## config.mk

```make
export PLATFORM = sky130hd
export DESIGN_NAME = pk_guard
export DESIGN_NICKNAME = d
export VERILOG_FILES = /design/src/rtl/pk_guard_pkg.sv /design/src/rtl/pk_rights_reg.sv /design/src/rtl/pk_key_tlb.sv /design/src/rtl/pk_perm_eval.sv /design/src/rtl/pk_guard.sv
export SDC_FILE = /design/constraint.sdc
export NUM_CORES = 1
export LEC_CHECK = 0
export BUFFER_PORTS_ARGS = -buffer_cell sky130_fd_sc_hd__buf_2
export CORE_ASPECT_RATIO = 0.7
export CORE_MARGIN = 2
export CORE_UTILIZATION = 40
export CTS_CLUSTER_DIAMETER = 60
export DETAILED_ROUTE_END_ITERATION = 10
export PLACE_DENSITY = 0.55
export SYNTH_ARGS = -nofsm -noshare
export SYNTH_HDL_FRONTEND = slang
export SYNTH_SLANG_ARGS = --single-unit
```

## constraint.sdc

```tcl
create_clock -name clk -period 3.2 [get_ports clk]
set_input_delay 0.64 -clock clk [delete_from_list [all_inputs] [get_ports clk]]
set_output_delay 0.64 -clock clk [all_outputs]
set_load 0.01 [all_outputs]
```

## src/rtl/pk_guard_pkg.sv

```systemverilog
package pk_guard_pkg;
  typedef enum logic [1:0] {
    ACC_LOAD  = 2'b00,
    ACC_STORE = 2'b01,
    ACC_FETCH = 2'b10,
    ACC_RSVD  = 2'b11
  } acc_kind_e;

  typedef enum logic [1:0] {
    WHY_NONE   = 2'b00,
    WHY_NOACC  = 2'b01,
    WHY_NOWR   = 2'b10
  } fault_why_e;

  typedef struct packed {
    logic       valid;
    logic       miss;
    logic       allow;
    logic       fault;
    fault_why_e why;
  } verdict_t;
endpackage

```

## src/rtl/pk_rights_reg.sv

```systemverilog
module pk_rights_reg #(
  parameter int DOMAINS = 16,
  localparam int W = 2 * DOMAINS
) (
  input  logic         clk,
  input  logic         rst_n,
  input  logic         wr_en,
  input  logic [W-1:0] wr_data,
  output logic [W-1:0] rights
);
  logic [W-1:0] rights_q, rights_d;

  always_comb begin
    rights_d = rights_q;
    if (wr_en) rights_d = wr_data;
  end

  always_ff @(posedge clk or negedge rst_n) begin
    if (!rst_n)      rights_q <= '0;
    else if (wr_en)  rights_q <= rights_d;
  end

  assign rights = rights_q;
endmodule

```

## src/rtl/pk_key_tlb.sv

```systemverilog
module pk_key_tlb #(
  parameter int ENTRIES = 8,
  parameter int VPN_W   = 20,
  parameter int KEY_W   = 4,
  localparam int PTR_W  = (ENTRIES > 1) ? $clog2(ENTRIES) : 1
) (
  input  logic             clk,
  input  logic             rst_n,
  input  logic             fill_en,
  input  logic [VPN_W-1:0] fill_vpn,
  input  logic [KEY_W-1:0] fill_key,
  input  logic [VPN_W-1:0] look_vpn,
  output logic             look_hit,
  output logic [KEY_W-1:0] look_key
);
  logic [ENTRIES-1:0] val_q;
  logic [VPN_W-1:0]   vpn_q [ENTRIES];
  logic [KEY_W-1:0]   key_q [ENTRIES];
  logic [PTR_W-1:0]   ptr_q, ptr_d;
  logic [ENTRIES-1:0] look_match, fill_match, wr_sel;
  logic               fill_resident;

  for (genvar i = 0; i < ENTRIES; i++) begin : g_cmp
    assign look_match[i] = val_q[i] && (vpn_q[i] == look_vpn);
    assign fill_match[i] = val_q[i] && (vpn_q[i] == fill_vpn);
  end

  assign fill_resident = |fill_match;
  assign look_hit      = |look_match;

  always_comb begin
    look_key = '0;
    for (int i = 0; i < ENTRIES; i++)
      look_key = look_key | (key_q[i] & {KEY_W{look_match[i]}});
  end

  always_comb begin
    wr_sel = '0;
    ptr_d  = ptr_q;
    if (fill_en) begin
      if (fill_resident) begin
        wr_sel = fill_match;
      end else begin
        for (int i = 0; i < ENTRIES; i++)
          wr_sel[i] = (ptr_q == PTR_W'(i));
        ptr_d = (ptr_q == PTR_W'(ENTRIES - 1)) ? '0 : ptr_q + 1'b1;
      end
    end
  end

  always_ff @(posedge clk or negedge rst_n) begin
    if (!rst_n)        ptr_q <= '0;
    else if (fill_en)  ptr_q <= ptr_d;
  end

  for (genvar i = 0; i < ENTRIES; i++) begin : g_ent
    always_ff @(posedge clk or negedge rst_n) begin
      if (!rst_n) begin
        val_q[i] <= 1'b0;
        vpn_q[i] <= '0;
        key_q[i] <= '0;
      end else if (wr_sel[i]) begin
        val_q[i] <= 1'b1;
        vpn_q[i] <= fill_vpn;
        key_q[i] <= fill_key;
      end
    end
  end
endmodule

```

## src/rtl/pk_perm_eval.sv

```systemverilog
module pk_perm_eval
  import pk_guard_pkg::*;
#(
  parameter int KEY_W = 4,
  localparam int DOMAINS = 1 << KEY_W,
  localparam int W = 2 * DOMAINS
) (
  input  logic             hit,
  input  logic [KEY_W-1:0] key,
  input  logic [1:0]       kind,
  input  logic             long_mode,
  input  logic [W-1:0]     rights,
  output logic             allow,
  output logic             fault,
  output fault_why_e       why
);
  logic no_acc, no_wr, is_load, is_store, checked;

  assign no_acc   = rights[{key, 1'b0}];
  assign no_wr    = rights[{key, 1'b1}];
  assign is_load  = (kind == ACC_LOAD);
  assign is_store = (kind == ACC_STORE);
  assign checked  = hit && long_mode && (is_load || is_store);

  always_comb begin
    why = WHY_NONE;
    if (checked) begin
      if (no_acc)                why = WHY_NOACC;
      else if (is_store && no_wr) why = WHY_NOWR;
    end
    fault = (why != WHY_NONE);
    allow = hit && !fault;
  end
endmodule

```

## src/rtl/pk_guard.sv

```systemverilog
module pk_guard
  import pk_guard_pkg::*;
#(
  parameter int VPN_W       = 20,
  parameter int TLB_ENTRIES = 8,
  parameter int KEY_W       = 4,
  localparam int RIGHTS_W   = 2 * (1 << KEY_W)
) (
  input  logic                clk,
  input  logic                rst_n,
  input  logic                rgt_wr_en,
  input  logic [RIGHTS_W-1:0] rgt_wr_data,
  output logic [RIGHTS_W-1:0] rgt_rd_data,
  input  logic                fill_en,
  input  logic [VPN_W-1:0]    fill_vpn,
  input  logic [KEY_W-1:0]    fill_key,
  input  logic                req_valid,
  input  logic [VPN_W-1:0]    req_vpn,
  input  logic [1:0]          req_kind,
  input  logic                req_long_mode,
  output logic                rsp_valid,
  output logic                rsp_miss,
  output logic                rsp_allow,
  output logic                rsp_fault,
  output logic [1:0]          rsp_reason
);
  logic [RIGHTS_W-1:0] rights;
  logic                hit;
  logic [KEY_W-1:0]    key;
  logic                ev_allow, ev_fault;
  fault_why_e          ev_why;
  verdict_t            rsp_d, rsp_q;

  pk_rights_reg #(.DOMAINS(1 << KEY_W)) u_rights (
    .clk(clk), .rst_n(rst_n), .wr_en(rgt_wr_en), .wr_data(rgt_wr_data), .rights(rights)
  );

  pk_key_tlb #(.ENTRIES(TLB_ENTRIES), .VPN_W(VPN_W), .KEY_W(KEY_W)) u_tlb (
    .clk(clk), .rst_n(rst_n), .fill_en(fill_en), .fill_vpn(fill_vpn), .fill_key(fill_key),
    .look_vpn(req_vpn), .look_hit(hit), .look_key(key)
  );

  pk_perm_eval #(.KEY_W(KEY_W)) u_eval (
    .hit(hit), .key(key), .kind(req_kind), .long_mode(req_long_mode), .rights(rights),
    .allow(ev_allow), .fault(ev_fault), .why(ev_why)
  );

  always_comb begin
    rsp_d = '0;
    if (req_valid) begin
      rsp_d.valid = 1'b1;
      rsp_d.miss  = !hit;
      rsp_d.allow = ev_allow;
      rsp_d.fault = ev_fault;
      rsp_d.why   = ev_why;
    end
  end

  always_ff @(posedge clk or negedge rst_n) begin
    if (!rst_n) rsp_q <= '0;
    else        rsp_q <= rsp_d;
  end

  assign rgt_rd_data = rights;
  assign rsp_valid   = rsp_q.valid;
  assign rsp_miss    = rsp_q.miss;
  assign rsp_allow   = rsp_q.allow;
  assign rsp_fault   = rsp_q.fault;
  assign rsp_reason  = rsp_q.why;
endmodule

```

# Word level (Yosys, flattened, before mapping)
# Index checks and enable logic that the tools add are counted.
classes:
  bitwise: 16
  addsub: 1
  n_lt_le_gt_ge: 2
  n_mux: 11
  n_reduce_logical: 29
  n_eq_ne: 24
op_table:
  columns: ["cell", "n"]
  rows:
  - ["20-bit == test", 16]
  - ["4-bit AND", 8]
  - ["4-bit OR", 7]
  - ["1-bit logical AND", 20]
  - ["8-bit two-way mux", 2]
  - ["8-bit OR reduction", 2]
  - ["3-bit == test, second input constant", 4]
  - ["5-bit by 6-bit less-than comparator with 1-bit output, second input constant", 2]
  - ["1-bit binary-select mux with 4-bit select", 2]
  - ["3-bit by 2-bit == test with 1-bit output, second input constant", 2]
  - ["2-bit two-way mux", 3]
  - ["6-bit two-way mux", 1]
  - ["3-bit by 1-bit adder with 3-bit output, second input constant", 1]
  - ["3-bit by 1-bit == test with 1-bit output, second input constant", 1]
  - ["3-bit zero test", 1]
  - ["3-bit two-way mux", 1]
  - ["2-bit by 1-bit == test with 1-bit output, second input constant", 1]
  - ["1-bit zero test", 2]
  - ["2-bit zero test", 1]
  - ["1-bit two-way mux", 2]
  - ["2-bit AND reduction", 1]
  - ["2-bit nonzero test", 1]
  - ["1-bit logical OR", 1]
  - ["1-bit NOT", 1]
totals:
  ff_bits: 241
  out_inout_bits: 38
  input_bits: 84
  elab_cells: 114

# Depth between registers and ports, before layout
# Gate-level depths: netlist (run 1).
depth:
  ltp_word: 20
  depth_mapped: 14
  depth_no_buf: 12

# Hierarchy
# From an unflattened synthesis (run 1), not the netlist that was laid out.
unflattened:
  hier_cells: 1097
  hier_area_um2: 13820.8
by_module_without_submodules:
  columns: ["mod", "area_each_um2", "cells_each", "seq_area_each_um2", "n_inst"]
  rows:
  - ["pk_key_tlb", 11877.6, 978, 5079.9, 1]
  - ["pk_rights_reg", 1345.0, 68, 800.8, 1]
  - ["pk_perm_eval", 414.1, 40, 0.0, 1]
  - ["pk_guard", 183.9, 11, 150.1, 1]

# Least setup slack after synthesis (run 1)
# Ideal clock, no wire load.
synth_timing:
  kind: "input-to-reg"
  startpoint: "input req_vpn[8]"
  endpoint: "register rsp_q (netlist bit rsp_fault)"
  setup_time_ns: 0.121
  required_ns: 3.079
  slack_ns: -0.077
  path_stages: 12
  arrival_time_ns: 3.156
  cell_sequence: "buf_4 > xor2_1 > nor4_1 > and3_1 > and3_4 > a22o_1 > nor4_4 > mux2_2 > o211ai_1 > o21a_1 > or3b_1 > nor2b_1"
synth_rtl:
  columns: ["item", "line_no", "rtl"]
  rows:
  - ["start: declaration", "pk_guard.sv:18", "input logic [VPN_W-1:0] req_vpn,"]
  - ["end signal: assignment", "pk_guard.sv:61", "else rsp_q <= rsp_d;"]
  - ["end: declaration", "pk_guard.sv:32", "verdict_t rsp_d, rsp_q;"]

==> metrics, run 1 <==
crit path DAT=3.75 ns; Yosys reg bits=241; first-pass GRT wire length=67300 um; buffers added on ports=121; RR Endpoint=rsp_fault; CP Launch Type=input port; Critical Path, Cell by Cell=buf_2, buf_6, xor2_1, nor4_2, and3_1, and3_4, a22o_1, nor4_4, mux2_4, o211ai_1, o21a_1, or3b_4, nor2b_4; Final period util=103%; worst-skew pair later-pin latency=0.58 ns; final WL=44800 um; Root Driver=clkbuf_16; RSZ-0062 raised after global routing=true; EDFF count, synth=0; Max Slew Vio Count=0; Final Non-Filler Cells=1940; pin count of the biggest net entering global routing=78; Max VDD drop=0.530 mV; syn nets=1254; GR Overflow Total=0; async set-or-reset flop fraction in the synthesized netlist=100%; Die Span Y=159 um; Worst slew margin=22.8%; placed instance count=1878; xor and xnor fraction of the mapped netlist area=19.8%; cell accounting for the most synthesized area=dfrtp_1; half-perimeter wire length after placement=34300 um; initial core utilization=40.7%; antenna viol nets, final=0; CTS buffer count=29; pre-CTS WS=-1.03 ns; vias per inst=5.27; Placer Congestion=0.916; Setup crit end kind=register; CTS Sinks=241; mux share of post-synthesis cell area=19.7%; pwr dens=858 nW/um^2; Compound-Gate Fraction of Synth Area=2.86%; Mean Syn Cell Area=11.7 um^2; slowest cell on the critical path=nor4_4; clock skew=0.0193 ns; Adder-Cell Fraction of Synth Area=0.550%; f_max=0.303 GHz; largest family of logic cells by synthesized area=XOR/XNOR gates; CTS max path bufs=3; layout cells sized above 1=46.7%; critical path's top delay family=simple AND/OR/NAND/NOR gates; R2R Setup Slk=-0.07 ns; final net count=1571; wire per inst=23.1 um; cells after synthesis=1164; IO Count=122; gr usage total=25.6%; Starting DRT DRC Count=789; Reg2Reg Depth=11; vias in the first global route=10400; post-synthesis cell type count=52; DR pass1 iterations=5; CTS Hold Buffers Added=0; top cells by area, synth=dfrtp_1, mux2_2, xnor2_1; CTS tree=built; die width=225 um; area fraction of the dominant cell type after synthesis=44.2%; top_reg_cell synth=dfrtp_1; CP Max Fanout=8; Synth warnings=0; CP Class=in -> reg; status=finished with violations; Leak=7.79 nW; core area=33600 um^2; Syn Std Cell Area=13700 um^2; Final Hold Violating Endpoints=0; vias after detailed routing=10200; maxcap violations=0; violated checks=negative setup slack; post-layout min period=3.30 ns; initial antenna violation count=2; CTS H-tree lvls=1; Setup violations, final=3; post-route setup slack=-0.0977 ns; sequential area share after synthesis=44.2%; Worst-path clk slew=0.06 ns; Layout area overhead=31.6%; die area=35700 um^2; fillcell total=2902; Rows=56; max incr delay on CP=0.49 ns; worst r2r src=u_tlb.vpn_q[35]; DRC Markers=0; min-delay worst type=in -> async; CP bufs+invs=2; simple-gate share of the synthesized area=8.94%; worst slew pin tran=1.13 ns; Req. time, crit path=3.66 ns
## through the flow
| step | TNS [ns] | cell area [um^2] | util (%) | hold slack [ns] | power [mW] |
|---|---|---|---|---|---|
| 4_1_cts | -0.0910 | 17900 | 53.2 | 0.0763 | 15.4 |
| 5_1_grt | -0.536 | 18000 | 53.6 | 0.0934 | 16.3 |
| 3_3_place_gp | -13.37 | 16600 | 49.6 | 0.479 | 11.5 |
| 6_report | -0.188 | 18000 | 53.6 | 0.0493 | 15.4 |
| 3_5_place_dp | -16.97 | 16600 | 49.6 | 0.483 | 11.6 |
| 2_1_floorplan | -0.0586 | 13700 | - | 0.344 | 9.17 |
## placed cells by master, fill, tap and decap left out, drive strengths merged, types with 3 or more instances in the layout
cell / n
nor3: 8
bufinv: 6
a22o: 6
mux2i: 15
clkbuf: 33
dfrtp: 241
nand4: 66
a21oi: 3
o22ai: 3
and3: 3
buf: 375
o21ai: 8
nand2b: 18
inv: 28
clkinv: 8
nor4: 39
xor2: 73
nand3: 24
a21bo: 8
and2: 5
o2bb2ai: 3
clkinvlp: 3
xnor2: 234
nor2b: 4
nand2: 23
ha: 6
mux2: 226
nor2: 11
a22oi: 5
## synth_stat cells (10+ instances only)
cell type  number
xnor2_1       234
clkbuf_1       37
inv_1          24
mux2i_1        15
buf_4          14
nand2_1        23
nor2_1         10
nand2b_1       18
nand3_1        24
nand4_1        66
dfrtp_1       241
buf_2          23
buf_1          11
nor4_1         36
mux2_2        226
xor2_1         70
## where the power goes
part | switching, mW | internal, mW
Sequential | 1.38 | 4.38
Combinational | 2.46 | 3.54
Clock | 1.43 | 2.24
Total | 5.28 | 10.2
## cells by family (layout without fill, tap and decap cells)
| family | after synthesis | after routing |
|---|---|---|
| AOI/OAI and AO/OA | 49 | 49 |
| and+or+nand+nor | 207 | 207 |
| other | 0 | 1 |
| muxes | 241 | 241 |
| xor gates and xnor gates | 307 | 307 |
| DFF | 241 | 241 |
| buffers and inverters | 113 | 453 |
| adders and majority gates | 6 | 6 |
## per-layer routing
| layer | part of all wire, % | wire length, um | up-vias | global-route usage (%) |
|---|---|---|---|---|
| met5 | 0 | 0 | - | 0 |
| met4 | 1.8 | 808 | 0 | 4.67 |
| met3 | 5.1 | 2310 | 52 | 4.34 |
| met2 | 42 | 19000 | 219 | 38.1 |
| met1 | 51 | 22700 | 5247 | 39.2 |
| li1 | - | - | 4700 | - |
## layout make-up
cell class,count,area [um^2],share of cell area [%]
antenna,1,2.50,0.0139
clock buffer,33,771,4.29
clock inverter,21,295,1.64
inverter,24,90.1,0.501
multi-input combinational,810,7300,40.6
sequential,241,6030,33.6
tap,435,544,3.03
timing repair buffer,375,2940,16.3
## flip-flops by register name, summed over array words and instances (netlist names)
register and count:
u_tlb.vpn_q 160, u_rights.rights 32, u_tlb.key_q 32, u_tlb.val_q 8, u_tlb.ptr_q 3, rsp_reason 2
rsp_allow 1, rsp_fault 1, rsp_miss 1, rsp_valid 1
## worst max path at each step
| stage | from | end | slack, ns | depth (start not counted) |
|---|---|---|---|---|
| 2_1_floorplan | req_vpn[3] | rsp_fault | -0.04 | 12 |
| 3_3_place_gp | req_vpn[17] | rsp_fault | -0.93 | 14 |
| 3_5_place_dp | req_vpn[17] | rsp_fault | -1.03 | 14 |
| 4_1_cts | u_tlb.vpn_q[35] | rsp_fault | -0.06 | 11 |
| 5_1_grt | u_tlb.vpn_q[118] | rsp_fault | -0.18 | 15 |
| 6_report | req_vpn[17] | rsp_fault | -0.1 | 13 |
## what timing repair did
| action | in CTS | in global routing |
|---|---|---|
| setup buffers | 8 | 0 |
| gates cloned | 0 | 0 |
| pin swaps | 18 | 10 |
| gates resized for setup | 20 | 18 |
| setup endpoints to repair | 4 | 4 |
No activity file was read; power rests on OpenSTA's default activity.
==> run 2, diff against run 1 <==
- PLACE_DENSITY: 0.55 -> default
==> run 2 against run 1 <==
The flow still finishes with violations (negative setup slack). Critical path type is now reg -> reg. Fmax grew 1.0%. Non-clock buffer count shrank 2. First-iteration DRC count grew 13%. Clock skew shrank 0.0058 ns. Count of clock-buffer cells in the layout grew 4.
==> metrics, run 2 (synthesis results as in run 1) <==
pin count of the biggest net entering global routing=64 (was 78); Die Span Y=159 um (unchanged); Root Driver=clkbuf_16 (unchanged); Worst-path clk slew=0.07 ns (was 0.06 ns); RR Endpoint=rsp_fault (unchanged); CTS Sinks=241 (unchanged); min-delay worst type=in -> async (unchanged); worst slew pin tran=0.721 ns (was 1.13 ns); initial core utilization=40.7% (unchanged); CP Class=reg -> reg (was in -> reg); violated checks=negative setup slack (unchanged); worst-skew pair later-pin latency=0.55 ns (was 0.58 ns); gr usage total=25.9% (was 25.6%); status=finished with violations (unchanged); Final Hold Violating Endpoints=0 (unchanged); half-perimeter wire length after placement=35200 um (was 34300 um); CTS Hold Buffers Added=0 (unchanged); core area=33600 um^2 (unchanged); most flop-heavy register=u_tlb.vpn_q (unchanged); Fin Hold WS=0.0245 ns (was 0.0493 ns); CTS H-tree lvls=1 (unchanged); post-layout min period=3.26 ns (was 3.30 ns); antenna viol nets, final=0 (unchanged); Final period util=102% (was 103%); pwr dens=849 nW/um^2 (was 858 nW/um^2); CTS tree=built (unchanged); first-pass GRT wire length=67900 um (was 67300 um); Final Non-Filler Cells=1933 (was 1940); Worst slew margin=51.9% (was 22.8%); final net count=1567 (was 1571); Setup crit end kind=register (unchanged); post-route setup slack=-0.0635 ns (was -0.0977 ns); vias after detailed routing=10400 (was 10200); crit path DAT=3.70 ns (was 3.75 ns); Reg2Reg Depth=13 (was 11); worst r2r src=u_tlb.vpn_q[157] (was u_tlb.vpn_q[35]); CP Max Fanout=8 (unchanged); most frequent cells in the layout=dfrtp_1, xnor2_1, mux2_2 (unchanged); vias in the first global route=10400 (about the same); vias per inst=5.40 (was 5.27); CTS buffer count=27 (was 29); R2R Setup Slk=-0.06 ns (was -0.07 ns); die area=35700 um^2 (unchanged); commonest non-fill, non-tap cell in the layout=dfrtp_1 (unchanged); GR Overflow Total=0 (unchanged); Layout area overhead=31.1% (was 31.6%); CP Launch Type=register (was input port); CTS max path bufs=3 (unchanged); DRC Markers=0 (unchanged); buffers added on ports=121 (unchanged); Placer Congestion=0.955 (was 0.916); total negative slack=-0.0689 ns (was -0.188 ns); initial antenna violation count=0 (was 2); Max VDD drop=0.501 mV (was 0.530 mV); max reg flops=160 (unchanged); f_max=0.306 GHz (was 0.303 GHz); Starting DRT DRC Count=893 (was 789); maxcap violations=0 (unchanged); Leak=7.77 nW (was 7.79 nW); Total Power=15.2 mW (was 15.4 mW); placed instance count=1877 (was 1878); Setup violations, final=2 (was 3); final WL=45600 um (was 44800 um); pre-CTS WS=-0.788 ns (was -1.03 ns); Req. time, crit path=3.64 ns (was 3.66 ns); Rows=56 (unchanged); layout cells sized above 1=47.3% (was 46.7%); antenna cells=0 (was 1); die width=225 um (unchanged); IO Count=122 (unchanged); DR pass1 iterations=5 (unchanged); clock skew=0.0135 ns (was 0.0193 ns); RSZ-0062 raised after global routing=true (unchanged); wire per inst=23.6 um (was 23.1 um); Max Slew Vio Count=0 (unchanged)
-- run 2: cell types whose count changed in the layout (fill, tap and decap cells not counted), moves of 3 or more --
cell and change:
bufinv_16 -5, xnor2_2 +3, xnor2_1 -3, clkbuf_8 +7
-- run 2: critical path, stage by stage, from the launching register on --
cell	delay (ns)
dfrtp_1	0.42
xnor2_1	0.31
nand4_1	0.19
nor4_2	0.30
buf_4	0.16
and2_2	0.18
a22o_1	0.23
nor4_4	0.07
buf_6	0.14
mux2_4	0.29
o211ai_1	0.16
o21a_1	0.15
or3b_4	0.39
nor2b_2	0.16
-- run 2: repair_timing --
item                                   CTS  global route
endpoints found under the hold margin    0             0
buffers inserted                         2             5
resized for setup                       15            43
pin swaps                                3            22
setup endpoints to repair               96           143
-- run 2: cell type report --
type,count,area (um^2)
Multi-Input combinational cell,810,7400
Tap cell,435,544
Clock buffer,37,813
Fill cell,2842,15700
Sequential cell,241,6030
Inverter,24,90.1
Clock inverter,13,108
Timing Repair Buffer,373,2920
-- run 2: worst max-delay path by stage --
stage                                start  slack [ns]  cells after the start   endpoint
final                     u_tlb.vpn_q[157]       -0.06                     13  rsp_fault
after global routing      u_tlb.vpn_q[157]       -0.15                     13  rsp_fault
after detailed placement        req_vpn[4]       -0.79                     14  rsp_fault
after CTS                  u_tlb.vpn_q[35]      -0.008                     15  rsp_fault
after global placement          req_vpn[4]       -0.75                     14  rsp_fault
after floorplan                 req_vpn[3]       -0.04                     12  rsp_fault
-- run 2: metrics by stage --
stage / instance area (um^2) / utilization [%]
4_1_cts: 17600 / 52.6
3_3_place_gp: 16600 / 49.5
6_report: 17900 / 53.3
3_5_place_dp: 16600 / 49.5
2_1_floorplan: 13700 / -
5_1_grt: 17900 / 53.3
-- run 2: routing by layer --
| layer | routed length (um) | track usage (%) | vias to the layer above | share of wire [%] |
|---|---|---|---|---|
| met1 | 22000 | 39.5 | 5358 | 48 |
| li1 | - | - | 4680 | - |
| met3 | 3470 | 5.67 | 65 | 7.6 |
| met2 | 19100 | 36.6 | 341 | 42 |
| met4 | 1080 | 6.69 | 0 | 2.4 |
| met5 | 0 | 0 | - | 0 |
-- run 2: power breakdown --
part	internal (mW)	total (mW)	switching (mW)
sequential	4.37	5.83	1.45
clock	1.86	3.23	1.37
combinational	3.58	6.15	2.57
total	9.82	15.2	5.39
